<file path="config.mk">
export PLATFORM = sky130hd
export DESIGN_NAME = irq_vic
export DESIGN_NICKNAME = d
export VERILOG_FILES = /design/src/rtl/irq_vic_pkg.sv /design/src/rtl/irq_vic_regs.sv /design/src/rtl/irq_vic_arb.sv /design/src/rtl/irq_vic_hipick.sv /design/src/rtl/irq_vic.sv
export SDC_FILE = /design/constraint.sdc
export NUM_CORES = 2
export LEC_CHECK = 0
export BUFFER_PORTS_ARGS = -buffer_cell sky130_fd_sc_hd__buf_2
export CORE_ASPECT_RATIO = 1.25
export CORE_MARGIN = 2
export CORE_UTILIZATION = 50
export CTS_CLUSTER_DIAMETER = 30
export CTS_CLUSTER_SIZE = 25
export DETAILED_ROUTE_END_ITERATION = 6
export PLACE_DENSITY = 0.66
export SYNTH_ARGS = -nofsm -noshare
export SYNTH_HDL_FRONTEND = slang
export SYNTH_HIERARCHICAL = 1
export SYNTH_SLANG_ARGS = --single-unit
</file>
<file path="constraint.sdc">
create_clock -name clk_i -period 118.9 [get_ports clk_i]
set_input_delay 0 -clock clk_i [delete_from_list [all_inputs] [get_ports clk_i]]
set_output_delay 0 -clock clk_i [all_outputs]
set_load 0.005 [all_outputs]
</file>
<file path="src/rtl/irq_vic_pkg.sv">
package irq_vic_pkg;
  localparam int unsigned NSRC    = 64;
  localparam int unsigned PRIO_W  = 4;
  localparam int unsigned DW      = 32;
  localparam int unsigned IDX_W   = $clog2(NSRC);
  localparam int unsigned NPRIO_R = NSRC * PRIO_W / DW;

  typedef logic [4:0] word_t;

  // word index = byte offset >> 2
  localparam word_t W_CTRL   = 5'd0;
  localparam word_t W_MASK   = 5'd1;
  localparam word_t W_ENNUM  = 5'd2;
  localparam word_t W_DISNUM = 5'd3;
  localparam word_t W_ENH    = 5'd4;
  localparam word_t W_ENL    = 5'd5;
  localparam word_t W_TYPH   = 5'd6;
  localparam word_t W_TYPL   = 5'd7;
  localparam word_t W_PRITOP = 5'd15;  // priority word n at W_PRITOP - n
  localparam word_t W_NVEC   = 5'd16;
  localparam word_t W_FVEC   = 5'd17;
  localparam word_t W_SRCH   = 5'd18;
  localparam word_t W_SRCL   = 5'd19;
  localparam word_t W_FRCH   = 5'd20;
  localparam word_t W_FRCL   = 5'd21;
  localparam word_t W_NPH    = 5'd22;
  localparam word_t W_NPL    = 5'd23;
  localparam word_t W_FPH    = 5'd24;
  localparam word_t W_FPL    = 5'd25;

  localparam logic [15:0] NO_VEC   = 16'hFFFF;
  localparam logic [4:0]  MASK_RST = 5'h1F;
endpackage

</file>
<file path="src/rtl/irq_vic_regs.sv">
module irq_vic_regs
  import irq_vic_pkg::*;
(
  input  logic                    clk_i,
  input  logic                    rst_ni,
  input  logic                    wr_en_i,
  input  word_t                   word_i,
  input  logic [DW-1:0]           wdata_i,
  output logic [DW-1:0]           ctrl_o,
  output logic [4:0]              mask_o,
  output logic [NSRC-1:0]         en_o,
  output logic [NSRC-1:0]         type_o,
  output logic [NSRC-1:0]         force_o,
  output logic [NSRC*PRIO_W-1:0]  prio_o
);
  localparam int unsigned HALF = NSRC / 2;

  logic [IDX_W-1:0] num;
  assign num = wdata_i[IDX_W-1:0];

  always_ff @(posedge clk_i or negedge rst_ni) begin
    if (!rst_ni) begin
      ctrl_o  <= '0;
      mask_o  <= MASK_RST;
      en_o    <= '0;
      type_o  <= '0;
      force_o <= '0;
    end else if (wr_en_i) begin
      case (word_i)
        W_CTRL:   ctrl_o             <= wdata_i;
        W_MASK:   mask_o             <= wdata_i[4:0];
        W_ENNUM:  en_o[num]          <= 1'b1;
        W_DISNUM: en_o[num]          <= 1'b0;
        W_ENH:    en_o[NSRC-1:HALF]  <= wdata_i;
        W_ENL:    en_o[HALF-1:0]     <= wdata_i;
        W_TYPH:   type_o[NSRC-1:HALF] <= wdata_i;
        W_TYPL:   type_o[HALF-1:0]   <= wdata_i;
        W_FRCH:   force_o[NSRC-1:HALF] <= wdata_i;
        W_FRCL:   force_o[HALF-1:0]  <= wdata_i;
        default: ;
      endcase
    end
  end

  for (genvar r = 0; r < NPRIO_R; r++) begin : g_prio
    localparam word_t RW = word_t'(W_PRITOP - r);
    always_ff @(posedge clk_i or negedge rst_ni) begin
      if (!rst_ni)                      prio_o[r*DW +: DW] <= '0;
      else if (wr_en_i && word_i == RW) prio_o[r*DW +: DW] <= wdata_i;
    end
  end
endmodule

</file>
<file path="src/rtl/irq_vic_arb.sv">
// Highest priority wins; equal priority goes to the higher index.
module irq_vic_arb #(
  parameter int unsigned N  = 64,
  parameter int unsigned PW = 4,
  localparam int unsigned IW = $clog2(N)
) (
  input  logic [N-1:0]    req_i,
  input  logic [N*PW-1:0] prio_i,
  output logic            valid_o,
  output logic [IW-1:0]   idx_o,
  output logic [PW-1:0]   prio_o
);
  always_comb begin
    valid_o = 1'b0;
    idx_o   = '0;
    prio_o  = '0;
    for (int i = 0; i < N; i++) begin
      if (req_i[i] && (!valid_o || prio_i[i*PW +: PW] >= prio_o)) begin
        valid_o = 1'b1;
        idx_o   = IW'(i);
        prio_o  = prio_i[i*PW +: PW];
      end
    end
  end
endmodule

</file>
<file path="src/rtl/irq_vic_hipick.sv">
// Highest-numbered set bit.
module irq_vic_hipick #(
  parameter int unsigned N = 64,
  localparam int unsigned IW = $clog2(N)
) (
  input  logic [N-1:0]  req_i,
  output logic          valid_o,
  output logic [IW-1:0] idx_o
);
  always_comb begin
    valid_o = 1'b0;
    idx_o   = '0;
    for (int i = 0; i < N; i++) begin
      if (req_i[i]) begin
        valid_o = 1'b1;
        idx_o   = IW'(i);
      end
    end
  end
endmodule

</file>
<file path="src/rtl/irq_vic.sv">
module irq_vic
  import irq_vic_pkg::*;
(
  input  logic            clk_i,
  input  logic            rst_ni,
  input  logic            wr_en_i,
  input  logic            rd_en_i,
  input  logic [6:0]      addr_i,
  input  logic [DW-1:0]   wdata_i,
  output logic [DW-1:0]   rdata_o,
  input  logic [NSRC-1:0] src_i,
  output logic            nirq_o,
  output logic            firq_o
);
  localparam int unsigned HALF  = NSRC / 2;
  localparam int unsigned VPAD  = 16 - IDX_W;
  localparam int unsigned PPAD  = 16 - PRIO_W;

  word_t                  word;
  logic                   aligned;
  logic [DW-1:0]          ctrl_q;
  logic [4:0]             mask_q;
  logic [NSRC-1:0]        en_q, type_q, force_q;
  logic [NSRC*PRIO_W-1:0] prio_q;
  logic [NSRC-1:0]        pend, npend, fpend;
  logic                   n_valid, f_valid, n_pass, n_hit;
  logic [IDX_W-1:0]       n_idx, f_idx;
  logic [PRIO_W-1:0]      n_prio;
  logic [DW-1:0]          nvec, fvec, rd_mux;

  assign word    = addr_i[6:2];
  assign aligned = (addr_i[1:0] == 2'b00);

  irq_vic_regs u_regs (
    .clk_i   (clk_i),
    .rst_ni  (rst_ni),
    .wr_en_i (wr_en_i && aligned),
    .word_i  (word),
    .wdata_i (wdata_i),
    .ctrl_o  (ctrl_q),
    .mask_o  (mask_q),
    .en_o    (en_q),
    .type_o  (type_q),
    .force_o (force_q),
    .prio_o  (prio_q)
  );

  assign pend  = (src_i | force_q) & en_q;
  assign npend = pend & ~type_q;
  assign fpend = pend & type_q;

  irq_vic_arb #(.N(NSRC), .PW(PRIO_W)) u_narb (
    .req_i   (npend),
    .prio_i  (prio_q),
    .valid_o (n_valid),
    .idx_o   (n_idx),
    .prio_o  (n_prio)
  );

  irq_vic_hipick #(.N(NSRC)) u_fpick (
    .req_i   (fpend),
    .valid_o (f_valid),
    .idx_o   (f_idx)
  );

  // threshold bit 4 set disables masking
  assign n_pass = mask_q[4] || (n_prio > mask_q[PRIO_W-1:0]);
  assign n_hit  = n_valid && n_pass;
  assign nirq_o = n_hit;
  assign firq_o = |fpend;

  assign nvec = n_hit   ? {{VPAD{1'b0}}, n_idx, {PPAD{1'b0}}, n_prio} : {NO_VEC, 16'h0};
  assign fvec = f_valid ? {{VPAD{1'b0}}, f_idx, 16'h0}                : {NO_VEC, 16'h0};

  always_comb begin
    rd_mux = '0;
    case (word)
      W_CTRL: rd_mux = ctrl_q;
      W_MASK: rd_mux = {27'h0, mask_q};
      W_ENH:  rd_mux = en_q[NSRC-1:HALF];
      W_ENL:  rd_mux = en_q[HALF-1:0];
      W_TYPH: rd_mux = type_q[NSRC-1:HALF];
      W_TYPL: rd_mux = type_q[HALF-1:0];
      W_NVEC: rd_mux = nvec;
      W_FVEC: rd_mux = fvec;
      W_SRCH: rd_mux = src_i[NSRC-1:HALF];
      W_SRCL: rd_mux = src_i[HALF-1:0];
      W_FRCH: rd_mux = force_q[NSRC-1:HALF];
      W_FRCL: rd_mux = force_q[HALF-1:0];
      W_NPH:  rd_mux = npend[NSRC-1:HALF];
      W_NPL:  rd_mux = npend[HALF-1:0];
      W_FPH:  rd_mux = fpend[NSRC-1:HALF];
      W_FPL:  rd_mux = fpend[HALF-1:0];
      default: begin
        for (int r = 0; r < NPRIO_R; r++)
          if (word == word_t'(W_PRITOP - r)) rd_mux = prio_q[r*DW +: DW];
      end
    endcase
  end

  assign rdata_o = (rd_en_i && aligned) ? rd_mux : '0;
endmodule

</file>
After elaboration in Yosys (flattened, before gate mapping)
Cells that the tools add are included.
{"block": "word_totals", "register_bits": 485, "input_bits": 107, "elab_cells": 664}
{"block": "op_classes", "n_lt_le_gt_ge": 66, "n_eq_ne": 25, "n_mux": 334, "n_bitwise": 8, "n_reduce_logical": 215}
{"operator": "$pmux W32 S16", "n": 1}
{"operator": "$mux W6", "n": 64}
{"operator": "$mux W32", "n": 11}
{"operator": "$mux W4", "n": 80}
{"operator": "$and A64 B64 Y64", "n": 4}
{"operator": "$ge A4 B4 Y1", "n": 63}
{"operator": "$pmux W32 S3", "n": 2}
{"operator": "$mux W5", "n": 32}
{"operator": "$mux W1", "n": 131}
{"operator": "$not A64 Y64", "n": 2}
{"operator": "$or A64 B64 Y64", "n": 2}
{"operator": "$logic_and A1 B1 Y1", "n": 75}
{"operator": "$logic_or A1 B1 Y1", "n": 64}
{"operator": "$reduce_or A64 Y1", "n": 1}
{"operator": "$logic_not A1 Y1", "n": 63}
{"operator": "$eq A5 B5 Y1 const B", "n": 10}
{"operator": "$eq A5 B4 Y1 const B", "n": 8}
{"operator": "$mux W3", "n": 8}
{"operator": "$eq A5 B3 Y1 const B", "n": 4}
{"operator": "$reduce_and A2 Y1", "n": 8}
{"operator": "$eq A5 B2 Y1 const B", "n": 2}
{"operator": "$mux W2", "n": 4}
{"operator": "$lt A6 B7 Y1 const B", "n": 1}
{"operator": "$demux W1 S6", "n": 1}
{"operator": "6 further kinds", "n": 7}

Depth between registers and ports, before layout
{"block": "depth", "ltp_word": 262, "ltp_mapped": 523}

Cells and area by module
The synthesis kept the hierarchy.
{"module": "irq_vic_regs", "instances": 1, "cells_per_inst": 1426, "area_per_inst_um2": 19746.4, "seq_area_each_um2": 12142.9}
{"module": "irq_vic_arb", "instances": 1, "cells_per_inst": 1905, "area_per_inst_um2": 12769.7, "seq_area_each_um2": 0.0}
{"module": "irq_vic", "instances": 1, "cells_per_inst": 1205, "area_per_inst_um2": 7385.8, "seq_area_each_um2": 0.0}
{"module": "irq_vic_hipick", "instances": 1, "cells_per_inst": 143, "area_per_inst_um2": 827.0, "seq_area_each_um2": 0.0}

Worst setup path after synthesis
OpenSTA, ideal clock, no wires.
{"block": "synth_timing", "path_type": "register to output", "from": "register u_regs.force_o[0]", "to": "output port rdata_o[24]", "arrival_ns": 94.284, "required_ns": 118.900, "setup_slack_ns": 24.616, "stages_incl_launch_ff": 499, "path_cell_list": "dfrtp_1 > o21ai_0 > nor2_1 > buf_4 > and2_1 > ha_1 > nor3b_1 > o211ai_1 > a21o_1 > and2_1 > ha_1 > a21o_1 > a31oi_1 > o21ai_0 > a211oi_1 > nor2_1 > ha_1 > nand2b_1 > [463 not listed] > nand2b_1 > a21o_1 > a21oi_1 > nor2b_1 > o31ai_1 > clkbuf_1 > nand3_1 > o21ai_0 > a31o_1 > inv_1 > ha_1 > nand4_1 > o21ai_0 > a21oi_1 > o211a_1 > buf_2 > nand4_1 > and3_1"}
{"block": "synth_via", "elab_chain_len": 262}
{"element": "from (decl)", "line_no": "irq_vic_regs.sv:13", "source": "output logic [NSRC-1:0] force_o,"}
{"element": "from (signal, indexed assignment)", "line_no": "irq_vic_regs.sv:38", "source": "W_FRCH: force_o[NSRC-1:HALF] <= wdata_i;"}
{"element": "from (signal, indexed assignment)", "line_no": "irq_vic_regs.sv:39", "source": "W_FRCL: force_o[HALF-1:0] <= wdata_i;"}
{"element": "$or A64 B64 Y64 (*)", "line_no": "irq_vic.sv:48", "source": "assign pend = (src_i | force_q) & en_q;"}
{"element": "$and A64 B64 Y64 (*)", "line_no": "irq_vic.sv:48"}
{"element": "$and A64 B64 Y64 (*)", "line_no": "irq_vic.sv:49", "source": "assign npend = pend & ~type_q;"}
{"element": "net npend[0]", "line_no": "irq_vic.sv:25", "source": "logic [NSRC-1:0] pend, npend, fpend;"}
{"element": "$mux W4 / $mux W1 (equally long branches)", "line_no": "irq_vic_arb.sv:18", "source": "if (req_i[i] && (!valid_o || prio_i[i*PW +: PW] >= prio_o)) begin"}
{"element": "$ge A4 B4 Y1 / $logic_not A1 Y1 (equally long branches)", "line_no": "irq_vic_arb.sv:18"}
{"element": "$logic_or A1 B1 Y1", "line_no": "irq_vic_arb.sv:18"}
{"element": "$logic_and A1 B1 Y1", "line_no": "irq_vic_arb.sv:18"}
{"element": "[249 not listed]"}
{"element": "net n_prio[0]", "line_no": "irq_vic.sv:28", "source": "logic [PRIO_W-1:0] n_prio;"}
{"element": "$gt A4 B4 Y1 (*)", "line_no": "irq_vic.sv:67", "source": "assign n_pass = mask_q[4] || (n_prio > mask_q[PRIO_W-1:0]);"}
{"element": "$logic_or A1 B1 Y1 (*)", "line_no": "irq_vic.sv:67"}
{"element": "$logic_and A1 B1 Y1 (*)", "line_no": "irq_vic.sv:68", "source": "assign n_hit = n_valid && n_pass;"}
{"element": "net nirq_o", "line_no": "irq_vic.sv:12", "source": "output logic nirq_o,"}
{"element": "$mux W32 (*)", "line_no": "irq_vic.sv:72", "source": "assign nvec = n_hit ? {{VPAD{1'b0}}, n_idx, {PPAD{1'b0}}, n_prio} : {NO_VEC, 16'h0};"}
{"element": "$pmux W32 S16 (*)", "line_no": "irq_vic.sv:77", "source": "case (word)"}
{"element": "$mux W32 (*)", "line_no": "irq_vic.sv:101", "source": "assign rdata_o = (rd_en_i && aligned) ? rd_mux : '0;"}
{"element": "to (decl)", "line_no": "irq_vic.sv:10", "source": "output logic [DW-1:0] rdata_o,"}
Mark *: on every way through the listed nets, which the timed path passes. The rest lies on a longest branch.

Worst setup path in the final report
{"block": "layout_timing", "from": "register u_regs.en_o[0]", "to": "output port rdata_o[20]"}
{"block": "layout_via", "elab_chain_len": 261}
{"element": "from (decl)", "line_no": "irq_vic_regs.sv:11", "source": "output logic [NSRC-1:0] en_o,"}
{"element": "from (signal, indexed assignment)", "line_no": "irq_vic_regs.sv:34", "source": "W_ENH: en_o[NSRC-1:HALF] <= wdata_i;"}
{"element": "from (signal, indexed assignment)", "line_no": "irq_vic_regs.sv:35", "source": "W_ENL: en_o[HALF-1:0] <= wdata_i;"}
{"element": "$and A64 B64 Y64 (*)", "line_no": "irq_vic.sv:48"}
{"element": "$and A64 B64 Y64 (*)", "line_no": "irq_vic.sv:49"}
{"element": "net npend[0]", "line_no": "irq_vic.sv:25"}
{"element": "$mux W4 / $mux W1 (equally long branches)", "line_no": "irq_vic_arb.sv:18"}
{"element": "$ge A4 B4 Y1 / $logic_not A1 Y1 (equally long branches)", "line_no": "irq_vic_arb.sv:18"}
{"element": "$logic_or A1 B1 Y1", "line_no": "irq_vic_arb.sv:18"}
{"element": "$logic_and A1 B1 Y1", "line_no": "irq_vic_arb.sv:18"}
{"element": "$mux W4 / $mux W1 (equally long branches)", "line_no": "irq_vic_arb.sv:18"}
{"element": "[247 not listed]"}
{"element": "$mux W4 (*)", "line_no": "irq_vic_arb.sv:18"}
{"element": "net n_prio[3]", "line_no": "irq_vic.sv:28"}
{"element": "$gt A4 B4 Y1 (*)", "line_no": "irq_vic.sv:67"}
{"element": "$logic_or A1 B1 Y1 (*)", "line_no": "irq_vic.sv:67"}
{"element": "$logic_and A1 B1 Y1 (*)", "line_no": "irq_vic.sv:68"}
{"element": "$mux W32 (*)", "line_no": "irq_vic.sv:72"}
{"element": "$pmux W32 S16 (*)", "line_no": "irq_vic.sv:77"}
{"element": "$mux W32 (*)", "line_no": "irq_vic.sv:101"}
Marked as above.

==> impl_metrics.env <==
export IMPL_outcome="finished, final reports clean"
export IMPL_synth_cells=4679
export IMPL_max_stage_delay_ps=830
export IMPL_synth_edf_count=0
export IMPL_overflow=0
export IMPL_synth_fa_ha_area_share_pct=6.42
export IMPL_ys_warn_count=6
export IMPL_start_util_pct=50.2
export IMPL_synth_seq_cells=485
export IMPL_cts_buffer_depth=3
export IMPL_ant_nets=0
export IMPL_seq_area_frac_synth_pct=29.8
export IMPL_start_kind="register"
export IMPL_path_class="register to primary output"
export IMPL_n_fill_cell=7450
export IMPL_tritoncts="done"
export IMPL_grt_total_usage_pct=48.8
export IMPL_synth_top_family_by_area="compound AO/OA/AOI/OAI gates"
export IMPL_slew_violations=0
export IMPL_synth_compound_area_share_pct=29.2
export IMPL_drc=0
export IMPL_netlist_area_sq_um=40700
export IMPL_fin_area_sq_um=46400
export IMPL_end_kind="primary output"
export IMPL_core_sq_um=81100
export IMPL_grt_pass1_vias=40800
export IMPL_areaGrowthSynthToFinish_pct=13.9
export IMPL_clock_sink_count=485
export IMPL_cp_max_fo=15
export IMPL_slew_headroom_pct=1.47
export IMPL_cts_buffers=102
export IMPL_setup_violations_final=0
export IMPL_clk_latency_ps=670
export IMPL_std_cell_rows=117
export IMPL_ctsRootBufferMaster="clkbuf_16"
export IMPL_layout_min_cycle_time_ps=110700
export IMPL_vias=43400
export IMPL_synth_cell_type_count=126
export IMPL_gp_congestion=1.06
export IMPL_reg2reg_depth=1
export IMPL_crit_required_ps=118900
export IMPL_syn_area_per_cell_sq_um=8.70
export IMPL_fp_dieW_microns=259
export IMPL_post_synth_and_or_nand_nor_area_fraction_pct=16.6
export IMPL_period_share_pct=93.1
export IMPL_antenna_found_initial=24
export IMPL_first_iter_violations=6393
export IMPL_die_y_microns=323
export IMPL_critPathArrivalTime_ps=110700
export IMPL_timing_fmax_mhz=9.03
export IMPL_die_area_sq_um=83800
export IMPL_htree_num_levels=3
export IMPL_grt_max_degree=163
export IMPL_io_pins=141
export IMPL_crit_top_cell="ha_1"
export IMPL_final_cell_mix="480 x dfrtp_1, 396 x mux2_2, 355 x nand2_1, 338 x o21ai_0, 304 x nor2_1"
export IMPL_worst_pin_slew_ps=1470
export IMPL_via_per_inst=7.25
export IMPL_synthMuxAreaShare_pct=12.5
export IMPL_detail_route_wl_per_cell_microns=35.1
export IMPL_final_common_cell="dfrtp_1"
export IMPL_wl_microns=210000
export IMPL_dpl_cell_area_sq_um=42500
export IMPL_syn_nets=4987
export IMPL_skew_ps=0
export IMPL_async_flop_share_pct=100
export IMPL_grt_pass1_wl_microns=293000
export IMPL_dpl_hpwl_microns=153000
export IMPL_cts_clk_slew_worst_paths_ps=60
export IMPL_min_path_type="input port to async pin"
export IMPL_port_buffers=140
export IMPL_dr_pass1_iters=7
export IMPL_cap_viol_max_count=0
export IMPL_setup_tns_ps=0
export IMPL_final_nets=5126
export IMPL_drive_gt1_share_pct=20.3
export IMPL_hold_viol_final=0
export IMPL_rsz0062_at_grt="no"
export IMPL_synth_ff_type="dfrtp_1"
export IMPL_synth_xor_area_share_pct=0.0215
export IMPL_cp_slowest_cell="o311ai_0"
[critical path: cells and delay by family (launching register included)]
kind	cells	cell delay, ps
multiplexers	11	4130
adder cells (fa/ha/maj)	71	19910
AO/OA/AOI/OAI	255	59990
AND/OR/NAND/NOR	135	23320
flip-flops	1	370
buffers and inverters	18	2200
[stage by stage]
stage / worst slack (ps) / instances / hold slack, ps / util [%]
floorplan: 24620 / 4679 / -296 / -
global placement: 13480 / 5753 / 55.6 / 52.5
detailed placement: 11530 / 5753 / 61.0 / 52.5
CTS: 10370 / 5976 / 3.42 / 57.2
global route: 116 / 5979 / 53.5 / 57.2
finish: 8200 / 5986 / 19.0 / 57.2
[cells in the mapped netlist, types with 105 or more instances]
master	number	area, sq um
dfrtp_1	480	12000
mux2_2	396	4460
nand2_1	357	1340
o21ai_0	338	1690
nor2_1	310	1160
a21oi_1	283	1420
inv_1	259	972
ha_1	201	2510
o211ai_1	137	1030
a22oi_1	126	946
a211oi_1	115	863
clkbuf_1	107	402
nand2b_1	105	657
[path summary, 6_finish.rpt]
kind | from | endpoint | slack, ps
setup / recovery | u_regs/en_o[0] | rdata_o[20] | 8200
hold / removal | rst_ni | u_regs/prio_o[212] | 20
setup reg to reg | u_regs/prio_o[37] | u_regs/prio_o[37] | 117880
hold reg to reg | u_regs/ctrl_o[4] | u_regs/ctrl_o[4] | 500
max in group asynchronous | rst_ni | u_regs/prio_o[19] | 117180
min in group clk_i | wdata_i[4] | u_regs/en_o[4] | 50
[flip-flops by register name, summed over array words and instances, names as in the netlist]
register / cells
u_regs/en_o: 64
u_regs/force_o: 64
u_regs/type_o: 64
u_regs/mask_o: 5
u_regs/prio_o: 256
u_regs/ctrl_o: 32
[cell type report]
cell class | instances | area (sq um) | share of cell area (%)
multi-input combinational | 3677 | 26500 | 57.1
sequential | 485 | 12100 | 26.2
clock buffer | 122 | 2770 | 5.97
timing repair buffer | 291 | 1950 | 4.20
tap | 1071 | 1340 | 2.89
inverter | 261 | 980 | 2.11
clock inverter | 70 | 718 | 1.55
antenna | 9 | 22.5 | 0.0485
[metal layers]
layer / track usage (%) / up-vias / part of all wire [%]
met3: 17.5 / 920 / 13
met1: 57.2 / 21100 / 36
met2: 71.9 / 3239 / 42
met4: 39.6 / 22 / 9.5
li1: - / 18100 / -
met5: 0.289 / - / 0.080
[what timing repair did]
action / 4_1_cts / 5_1_grt
endpoints found under the setup margin: 0 / 2
buffers inserted: 0 / 0
hold buffers: 31 / 0
gates resized for setup: 0 / 2
endpoints found under the hold margin: 198 / 0
[logic make-up (layout without fill, tap and decap cells)]
kind of cell,after synthesis,count (layout)
AOI/OAI and AO/OA,1706,1706
muxes,453,453
buffers and inverters,517,744
other,0,9
adders and majority gates,211,211
DFF,485,485
xor gates and xnor gates,1,1
and+or+nand+nor,1306,1306
Power is not shown: default switching activity piles up to over one toggle a cycle in this logic, so the estimate is an artifact.
